<file path="src/rtl/irq_vector_ctrl.sv">
module irq_vector_ctrl #(
  parameter int VEC_W    = 12,
  parameter int VEC_BASE = 4,
  parameter int VEC_STEP = 4
) (
  input  logic             clk,
  input  logic             rst_n,
  input  logic             sample_en,
  input  logic             req_usb,
  input  logic             req_tmr0,
  input  logic             req_tmr1,
  input  logic             reg_wr,
  input  logic [7:0]       reg_wdata,
  output logic [7:0]       reg_rdata,
  input  logic             reti,
  input  logic             stack_full,
  output logic             ack,
  output logic [VEC_W-1:0] ack_vec,
  input  logic             halted,
  output logic             wake
);
  localparam int NSRC = 3;

  logic            gie_q, gie_n;
  logic [NSRC-1:0] en_q, en_n, flag_q, flag_n, blk_q;
  logic            halt_d;
  logic [NSRC-1:0] req, pend, grant;
  int              idx;

  assign req  = {req_tmr1, req_tmr0, req_usb};
  assign pend = flag_q & en_q;

  always_comb begin
    grant = '0;
    idx   = 0;
    for (int i = NSRC - 1; i >= 0; i--) begin
      if (pend[i]) begin
        grant = NSRC'(1) << i;
        idx   = i;
      end
    end
  end

  assign ack       = sample_en & gie_q & ~stack_full & (|pend);
  assign ack_vec   = VEC_W'(VEC_BASE + idx * VEC_STEP);
  assign reg_rdata = {1'b0, flag_q, en_q, gie_q};
  assign wake      = halted & (|(flag_q & ~(halt_d ? blk_q : flag_q)));

  always_comb begin
    gie_n  = gie_q;
    en_n   = en_q;
    flag_n = flag_q;
    if (reg_wr) begin
      gie_n  = reg_wdata[0];
      en_n   = reg_wdata[3:1];
      flag_n = reg_wdata[6:4];
    end
    if (reti) gie_n = 1'b1;
    if (ack) begin
      gie_n  = 1'b0;
      flag_n = flag_n & ~grant;
    end
    flag_n = flag_n | req;
  end

  always_ff @(posedge clk or negedge rst_n) begin
    if (!rst_n) begin
      gie_q  <= 1'b0;
      en_q   <= '0;
      flag_q <= '0;
      blk_q  <= '0;
      halt_d <= 1'b0;
    end else begin
      gie_q  <= gie_n;
      en_q   <= en_n;
      flag_q <= flag_n;
      halt_d <= halted;
      if (halted && !halt_d) blk_q <= flag_q;
    end
  end
endmodule


</file>
<file path="config.mk">
export PLATFORM = sky130hd
export DESIGN_NAME = irq_vector_ctrl
export DESIGN_NICKNAME = d
export VERILOG_FILES = /design/src/rtl/irq_vector_ctrl.sv
export SDC_FILE = /design/constraint.sdc
export NUM_CORES = 1
export LEC_CHECK = 0
export BUFFER_PORTS_ARGS = -buffer_cell sky130_fd_sc_hd__buf_2
export CAP_MARGIN = 25
export CORE_MARGIN = 4
export CORE_UTILIZATION = 43
export DETAILED_ROUTE_END_ITERATION = 8
export GPL_TIMING_DRIVEN = 0
export HOLD_SLACK_MARGIN = 0.05
export PLACE_DENSITY = 0.81
export REMOVE_ABC_BUFFERS = 1
export SYNTH_ARGS = -nofsm -noshare
export SYNTH_HDL_FRONTEND = slang
export SYNTH_SLANG_ARGS = --single-unit
export TNS_END_PERCENT = 50
</file>
<file path="constraint.sdc">
create_clock -name clk -period 2.7 [get_ports clk]
set_clock_uncertainty 0.15 [all_clocks]
set_input_delay 0 -clock clk [delete_from_list [all_inputs] [get_ports clk]]
set_output_delay 0 -clock clk [all_outputs]
set_load 0.05 [all_outputs]
</file>
==> results of run 1 <==
repair_timing:
action | CTS | global route
endpoints found under the setup margin | 0 | 0
hold endpoints to repair | 22 | 0
hold buffers | 19 | 0
cell usage after synthesis (2+ instances only):
cell type / count
mux2_1: 6
o21bai_1: 2
nand2_1: 3
buf_4: 12
a211oi_1: 2
nor2b_1: 2
dfrtp_1: 11
inv_1: 4
nor2_1: 4
mux2i_1: 2
per-stage QoR:
stage / std cells / instance area (um2) / utilization, %
after detailed placement: 99 / 726 / 54.4
final: 122 / 942 / 70.6
after global placement: 99 / 726 / 54.4
after CTS: 122 / 942 / 70.6
after global routing: 122 / 942 / 70.6
after floorplan: 56 / 567 / -
critical path, cell delays in order, from the launching register on:
cell and delay, ns:
dfrtp_1 0.42, nor2b_1 0.15, a211oi_1 0.19, dlygate4sd3_1 0.58, a21oi_1 0.05, dlygate4sd3_1 0.57
layer usage:
metal  vias to the layer above  share of wire, %  global-route usage (%)
met4                         0               2.1                    8.52
li1                        273                 -                       -
met2                        33                51                    29.1
met3                         5               8.3                    2.73
met5                         -                 0                       0
met1                       267                38                    18.3
registers in the layout, summed over array words and instances, names as in the netlist:
signal,flops
gie_q,1
en_q,3
flag_q,3
blk_q,3
halt_d,1
layout by cell type, fill, tap and decap left out, drive strengths merged, types with 2 or more instances in the layout:
master       instances
nor2b                2
a211oi               2
conb                10
o21bai               2
buf                 28
mux2                 6
dlygate4sd3         19
mux2i                2
nor2                 4
dfrtp               11
clkbuf               4
inv                  4
nand2                4
layout make-up:
| type | instances | area (um2) |
|---|---|---|
| clock buffers | 4 | 26.3 |
| well taps | 15 | 18.8 |
| multi-input cells | 41 | 277 |
| inverters | 4 | 15.0 |
| fillers | 99 | 392 |
| flip-flops and latches | 11 | 275 |
| repair buffers | 47 | 330 |
kinds of logic (layout without fill, tap and decap cells):
kind of cell / count (synthesis) / in the layout / synth area share [%]
other: 1 / 10 / 0.602
buffers and inverters: 16 / 55 / 16.9
muxes: 8 / 8 / 14.1
AOI/OAI and AO/OA: 7 / 7 / 8.23
and+or+nand+nor: 15 / 15 / 14.1
DFF: 11 / 11 / 44.2
adders and majority gates: 1 / 1 / 2.01
path summary, 6_finish.rpt:
kind / from / to / slack [ns] / cells after the start
min in group asynchronous: rst_n / blk_q[1] / 0.60 / 3
max in group asynchronous: rst_n / en_q[0] / 1.46 / 3
worst min-delay path: halted / halt_d / 0.28 / 2
worst max register to register: flag_q[2] / flag_q[2] / 0.49 / 5
worst min register to register: blk_q[2] / blk_q[2] / 0.35 / 1
worst max-delay path: flag_q[2] / flag_q[2] / 0.49 / 5
power groups by stage:
stage / Combinational (uW) / Clock, uW / Sequential (uW)
3_5_place_dp: 171 / 0 / 198
2_1_floorplan: 98.6 / 0 / 230
6_report: 201 / 114 / 195
4_1_cts: 200 / 116 / 195
5_1_grt: 215 / 123 / 197
3_3_place_gp: 169 / 0 / 197
==> flow_summary.json, run 1 <==
{
  "outcome": "finished, final reports clean",
  "cts_tree": "yes",
  "cts_resized": 0,
  "swShare_pct": 40.1,
  "switchingPower_uw": 204,
  "ys_async_sr_fraction_pct": 100,
  "post_cts_buffers": 0,
  "hold_class": "in -> reg",
  "critical_path.endpoint_type": "register",
  "ys_warn_count": 0,
  "gp_congestion": 0.757,
  "grt_first_pass_wirelength_um": 2460,
  "synthCells": 59,
  "crit_type": "reg -> reg",
  "hold_viol_final": 0,
  "antenna_found_initial": 0,
  "yosysTopAreaCell": "dfrtp_1",
  "grt_pass1_vias": 596,
  "rsz0062_at_grt": "false",
  "die-area_mm2": 0.00212,
  "irDropWorstVdd_mv": 0.341,
  "cp_max_fo": 5,
  "insertion_delay_ns": 0.27,
  "synthToLayoutAreaGrowth_pct": 51.2,
  "combPwrFrac_pct": 39.4,
  "yosysSeqAreaShare_pct": 44.2,
  "num_rows": 13,
  "fin_crit_ns": 2.21,
  "wirelength_um": 1450,
  "numClockSinks": 11,
  "clkTransAtPathRegs_ns": 0.07,
  "drt-initial-drc-count": 12,
  "worstPathRequired_ns": 2.70,
  "start_util_pct": 46.7,
  "p_per_area_mw_per_mm2": 541,
  "drive_above_1_share_pct": 30.8,
  "setup_slack_ns": 0.488,
  "intPower_uw": 306,
  "leakagePower_uw": 0.000486,
  "vias_per_cell": 4.74,
  "ys.flop_type": "dfrtp_1",
  "tightest_slew_ns": 0.509,
  "min_period_over_period_pct": 81.9,
  "diodes": 0,
  "avgRoutedWirePerCell_um": 11.9,
  "cts_buffers": 3,
  "pwr-share-clk_pct": 22.4,
  "vias": 578,
  "synth_area_leaders": "dfrtp_1 44%, buf_4 14%, mux2_1 11%",
  "syn-cell-area_um2": 623,
  "firstDrtPassIters": 4,
  "grt_overflow": 0,
  "pre_cts_ws_ns": 1.33,
  "synth_top_area_share_pct": 44.2,
  "clock_path_buffers": 2,
  "drv_slew": 0,
  "htree_levels": 1,
  "holdWs_ns": 0.281,
  "setup_viol_count_final": 0,
  "coreArea_mm2": 0.00133,
  "seq_power_share_pct": 38.2,
  "cp_data_arrival_time_ns": 2.21,
  "io_buffers": 28,
  "die_h_um": 46.1,
  "relSlewSlack_pct": 65.9,
  "syn_avg_cell_area_um2": 10.6,
  "ant_nets": 0,
  "ys_ff_latch": 11,
  "root_buffer": "clkbuf_4",
  "synth_edf_count": 0,
  "p_total_uw": 510,
  "drv_cap": 0,
  "ys_types": 21,
  "grt_util_all_layers_pct": 16.4,
  "io_pins": 40,
  "die_w_um": 46.1,
  "grt_max_degree": 12,
  "drc": 0,
  "final_net_count": 127,
  "max_freq_mhz": 452,
  "tns_ns": 0,
  "cp-start-kind": "register"
}
(Power assumes the default switching activity.)
==> run 2, diff against run 1 <==
CORE_UTILIZATION = 40   (was 43)
PLACE_DENSITY = 0.76   (was 0.81)
clock period = 2.2 ns   (was 2.7 ns; I/O delays follow)
==> run 2 against run 1 <==
Final cell count did not move. Critical endpoint is now gie_q. Maximum frequency rose by 23%. Largest cell class unchanged. Worst setup slack got worse by 0.087 ns. Highest routed layer unchanged. Global-route usage rose by 0.37 points. Sequential power rose by 22%.
==> flow_summary.json, run 2 (synthesis gave the netlist of run 1 again) <==
{
  "die-area_mm2": 0.00225,
  "grt_first_pass_wirelength_um": 2510,
  "final_common_cell": "buf_2",
  "cp-start-kind": "register",
  "avgRoutedWirePerCell_um": 12.2,
  "antenna_found_initial": 0,
  "use_met2_pct": 26.5,
  "hold_depth": 2,
  "ant_nets": 0,
  "hold_class": "in -> reg",
  "clkTransAtPathRegs_ns": 0.07,
  "drc": 0,
  "dp_hpwl_um": 1030,
  "cp_max_fo": 3,
  "use_met1_pct": 19.9,
  "crit_type": "reg -> reg",
  "holdWs_ns": 0.265,
  "numClockSinks": 11,
  "hold_viol_final": 0,
  "reg2reg_depth": 5,
  "slowest_stage": "dlygate4sd3_1",
  "hp-start": "halted",
  "r2r_start": "gie_q",
  "grt_pass1_vias": 564,
  "io_buffers": 28,
  "die_w_um": 47.5,
  "tns_ns": 0,
  "met3_usage_pct": 6.39,
  "clock_path_buffers": 2,
  "outcome": "finished, final reports clean",
  "leakagePower_uw": 0.000498,
  "coreArea_mm2": 0.00138,
  "setup_viol_count_final": 0,
  "drv_slew": 0,
  "vias_per_cell": 4.71,
  "fin_crit_ns": 1.80,
  "min_period_over_period_pct": 81.8,
  "worst-path-stages": 5,
  "largest_registers": "blk_q x3, en_q x3, flag_q x3",
  "grt_util_all_layers_pct": 16.7,
  "r2r_slack_ns": 0.40,
  "drive_above_1_share_pct": 32.7,
  "most-common-layout-cells": "28 x buf_2, 17 x dlygate4sd3_1, 11 x dfrtp_1",
  "vias": 575,
  "grt_overflow": 0,
  "reg2reg_to": "gie_q",
  "num_rows": 13,
  "cp_data_arrival_time_ns": 1.81,
  "wirelength_um": 1480,
  "htree_levels": 1,
  "path_buf_inv": 2,
  "irDropWorstVdd_mv": 0.393,
  "firstDrtPassIters": 4,
  "max_freq_mhz": 556,
  "p_per_area_mw_per_mm2": 666,
  "busiest_layer": "met2",
  "grt_max_degree": 12,
  "diodes": 0,
  "crit_path_cell_trace": "nor2b_1 -> a211oi_2 -> dlymetal6s4s_1 -> nor2_1 -> dlygate4sd3_1",
  "synthToLayoutAreaGrowth_pct": 52.0,
  "critical_path.endpoint_type": "register",
  "gp_congestion": 0.727,
  "critPathMaxStageDelay_ns": 0.55,
  "cpLargestDelayFamily": "buffers and inverters",
  "die_h_um": 47.5,
  "rsz0062_at_grt": "false",
  "insertion_delay_ns": 0.28,
  "io_pins": 40,
  "root_buffer": "clkbuf_4",
  "worstPathRequired_ns": 2.21,
  "cts_tree": "yes",
  "final_net_count": 127,
  "start_util_pct": 45.1,
  "min_to": "halt_d",
  "cts_buffers": 3,
  "drv_cap": 0,
  "drt-initial-drc-count": 14
}
==> run 2: cell count changes in the layout (fill, tap and decap cells not counted), sizes merged <==
| cell | previous run | this run |
|---|---|---|
| dlymetal6s4s | 0 | 1 |
| buf | 28 | 29 |
| dlygate4sd3 | 19 | 17 |
==> run 2: metrics by stage <==
| stage | std cells | setup WS, ns | util [%] | power (uW) | instance area, um2 |
|---|---|---|---|---|---|
| floorplan | 56 | 0.0148 | - | 403 | 567 |
| global placement | 99 | 0.815 | 52.5 | 450 | 726 |
| finish | 122 | 0.401 | 68.5 | 631 | 947 |
| global route | 122 | 0.343 | 68.5 | 669 | 947 |
| CTS | 122 | 0.0538 | 68.1 | 630 | 942 |
| detailed placement | 99 | 0.807 | 52.5 | 454 | 726 |
==> run 2: worst max path at each step <==
stage | start | end | slack (ns)
2_1_floorplan | flag_q[1] | gie_q | 0.01
3_3_place_gp | flag_q[0] | ack_vec[3] | 0.81
3_5_place_dp | flag_q[1] | ack_vec[3] | 0.81
4_1_cts | gie_q | gie_q | 0.05
5_1_grt | gie_q | gie_q | 0.34
6_report | gie_q | gie_q | 0.40
==> run 2: area by class of cell <==
| cell class | count | area, um2 |
|---|---|---|
| Timing Repair Buffer | 47 | 330 |
| Multi-Input combinational cell | 41 | 282 |
| Tap cell | 15 | 18.8 |
| Fill cell | 105 | 435 |
| Sequential cell | 11 | 275 |
| Clock buffer | 4 | 26.3 |
| Inverter | 4 | 15.0 |
==> run 2: per-layer routing <==
metal  vias to the layer above  routed length, um
li1                        274                  -
met1                       275                595
met2                        23                753
met3                         3                112
met4                         0                 23
met5                         -                  0
==> run 2: timing repair <==
action | CTS | global route
endpoints found under the hold margin | 22 | 0
setup buffers | 0 | 1
hold buffers | 19 | 0
resized for setup | 0 | 2
endpoints found under the setup margin | 0 | 2
==> run 2: power breakdown <==
part | leakage [uW] | switching [uW] | internal (uW)
registers | 0.000118 | 15.4 | 223
logic | 0.000365 | 166 | 82.8
clock network | 0.0000150 | 73.2 | 70.4
total | 0.000498 | 254 | 376
==> run 3, diff against run 2 <==
ABC_AREA = 1   (was default)
CORE_UTILIZATION = 37   (was 40)
PLACE_DENSITY = 0.73   (was 0.76)
clock period = 1.6 ns   (was 2.2 ns; I/O delays follow)
==> run 3 against run 2 <==
Worst setup slack lost 0.32 ns. Synthesized area grew 7.4%. Synthesized cell count grew 49%. First-iteration DRC count shrank 29%. Total power grew 40%. Count of clock-buffer cells in the layout shrank 1.
==> flow_summary.json, run 3 <==
{
  "ys.flop_type": "dfrtp_1",
  "hold_class": "in -> reg",
  "most-common-layout-cells": "28 x nand2_1, 26 x buf_2, 22 x dlygate4sd3_1",
  "p_total_uw": 880,
  "cp-start-kind": "register",
  "final_net_count": 161,
  "largest_registers": "blk_q x3, en_q x3, flag_q x3",
  "synth_commonest_cells": "28 x nand2_1, 15 x inv_1, 11 x buf_4, 11 x dfrtp_1, 5 x o21ai_1",
  "yosys-mux-area-fraction_pct": 0,
  "synth_xor_area_share_pct": 0,
  "cts_buffers": 3,
  "antenna_found_initial": 0,
  "diodes": 0,
  "switchingPower_uw": 367,
  "synth_edf_count": 0,
  "cpLargestDelayFamily": "flip-flops",
  "io_buffers": 28,
  "relSlewSlack_pct": 66.0,
  "synthCells": 88,
  "drc": 0,
  "ys_async_sr_fraction_pct": 100,
  "drv_slew": 0,
  "intPower_uw": 514,
  "critical_path.endpoint_type": "output port",
  "combPwrFrac_pct": 40.2,
  "dp_hpwl_um": 1160,
  "die_h_um": 50.5,
  "min_period_over_period_pct": 95.2,
  "ys_ff_latch": 11,
  "clock_path_buffers": 2,
  "final_core_util_pct": 61.5,
  "io_pins": 40,
  "start_util_pct": 38.8,
  "vias": 691,
  "pre_cts_ws_ns": 0.270,
  "path_buf_inv": 1,
  "critPathMaxStageDelay_ns": 0.43,
  "grt_max_degree": 12,
  "worstPathRequired_ns": 1.45,
  "crit_path_cell_trace": "nand2_1 -> nand2_2 -> nor2_4 -> ha_1 -> buf_6",
  "fin_crit_ns": 1.52,
  "final_common_cell": "nand2_1",
  "gp_congestion": 0.758,
  "cts_tree": "yes",
  "setup_slack_ns": 0.0762,
  "fill_cells": 170,
  "grt_pass1_vias": 674,
  "drive_above_1_share_pct": 30.5,
  "htree_levels": 1,
  "firstDrtPassIters": 3,
  "leakagePower_uw": 0.000605,
  "setup_viol_count_final": 0,
  "max_freq_mhz": 656,
  "cp_max_fo": 4,
  "die_w_um": 50.5,
  "vias_per_cell": 4.16,
  "insertion_delay_ns": 0.28,
  "cp_data_arrival_time_ns": 1.37,
  "coreArea_mm2": 0.00173,
  "num_rows": 15,
  "avgRoutedWirePerCell_um": 10.3,
  "tightest_slew_ns": 0.508,
  "synth_top_family_by_area": "simple AND/OR/NAND/NOR gates",
  "rsz0062_at_grt": "false",
  "grt_first_pass_wirelength_um": 2640,
  "swShare_pct": 41.6,
  "yosysSeqAreaShare_pct": 41.1,
  "crit_type": "reg -> out",
  "ys_types": 17,
  "synth_area_leaders": "dfrtp_1 41%, nand2_1 16%, buf_4 12%",
  "root_buffer": "clkbuf_4",
  "synthToLayoutAreaGrowth_pct": 58.7,
  "p_per_area_mw_per_mm2": 829,
  "yosysMostFrequentCell": "nand2_1",
  "synthAdderAreaFrac_pct": 1.87,
  "holdWs_ns": 0.242,
  "grt_util_all_layers_pct": 14.1,
  "hold_viol_final": 0,
  "drt-initial-drc-count": 10,
  "outcome": "finished, final reports clean",
  "clkTransAtPathRegs_ns": 0.08,
  "drv_cap": 0,
  "pwr-share-clk_pct": 22.4,
  "yosysTopAreaCell": "dfrtp_1",
  "yosys.area_share.simple_pct": 25.4,
  "ys_warn_count": 0,
  "synth_compound_area_share_pct": 8.60,
  "die-area_mm2": 0.00255,
  "slowest_stage": "dfrtp_1",
  "grt_overflow": 0,
  "wirelength_um": 1700,
  "ant_nets": 0,
  "syn-cell-area_um2": 669,
  "numClockSinks": 11,
  "seq_power_share_pct": 37.4,
  "syn_avg_cell_area_um2": 7.61,
  "synth_top_area_share_pct": 41.1,
  "irDropWorstVdd_mv": 0.385
}
==> run 3: changes by cell type after synthesis, moves of 3 or more <==
| cell | before | now |
|---|---|---|
| o21ai_0 | 0 | 3 |
| nand2_1 | 3 | 28 |
| mux2_1 | 6 | 0 |
| inv_1 | 4 | 15 |
| nor2_1 | 4 | 0 |
| o21ai_1 | 0 | 5 |
==> run 3: stage by stage <==
stage | cells | TNS (ns) | instance area (um2)
2_1_floorplan | 85 | -1.05 | 609
3_5_place_dp | 138 | 0 | 781
4_1_cts | 165 | 0 | 1040
6_report | 166 | 0 | 1060
5_1_grt | 166 | 0 | 1060
3_3_place_gp | 138 | 0 | 781
==> run 3: worst register-to-register path: cells and delay by family (launching register included) <==
kind             cells  cell delay (ns)
flip-flops           1             0.43
AND/OR/NAND/NOR      6             0.41
==> run 3: final timing paths <==
kind	depth (start not counted)	start	to	slack, ns
worst max-delay path	5	en_q[1]	ack_vec[3]	0.08
worst min-delay path	2	halted	halt_d	0.24
worst max register to register	6	en_q[1]	flag_q[2]	0.50
worst min register to register	2	blk_q[0]	blk_q[0]	0.35
max in group asynchronous	3	rst_n	flag_q[1]	0.32
min in group asynchronous	3	rst_n	halt_d	0.61
==> run 3: timing repair <==
item,CTS,global route
setup buffers,1,1
hold endpoints to repair,22,0
hold buffers,22,0
resized for setup,1,6
endpoints found under the setup margin,1,3
==> run 3: per-layer routing <==
metal	wire [um]	vias to the layer above	track usage, %
met3	118	5	3.86
li1	-	350	-
met2	901	25	27.8
met1	649	311	12.4
met4	34	0	8.07
met5	0	-	0
==> run 3: layout make-up <==
class,instances,area (um2),share of cell area [%]
multi-input combinational,59,283,26.6
tap,25,31.3,2.94
inverter,15,56.3,5.30
timing repair buffer,52,388,36.5
clock buffer,3,22.5,2.12
clock inverter,1,5.00,0.471
sequential,11,277,26.0
==> run 3: kinds of logic (layout without fill, tap and decap cells) <==
| family | after synthesis | in the layout |
|---|---|---|
| other | 1 | 10 |
| flip-flops | 11 | 11 |
| AO/OA/AOI/OAI | 10 | 10 |
| adder cells (fa/ha/maj) | 1 | 1 |
| AND/OR/NAND/NOR | 38 | 38 |
| buffers and inverters | 27 | 71 |
==> run 3: power groups by stage <==
stage                     Combinational (uW)  Clock [uW]  Sequential, uW
final                                    354         197             329
after CTS                                342         204             328
after detailed placement                 293           0             334
after floorplan                          171           0             384
after global placement                   289           0             332
after global routing                     378         216             333
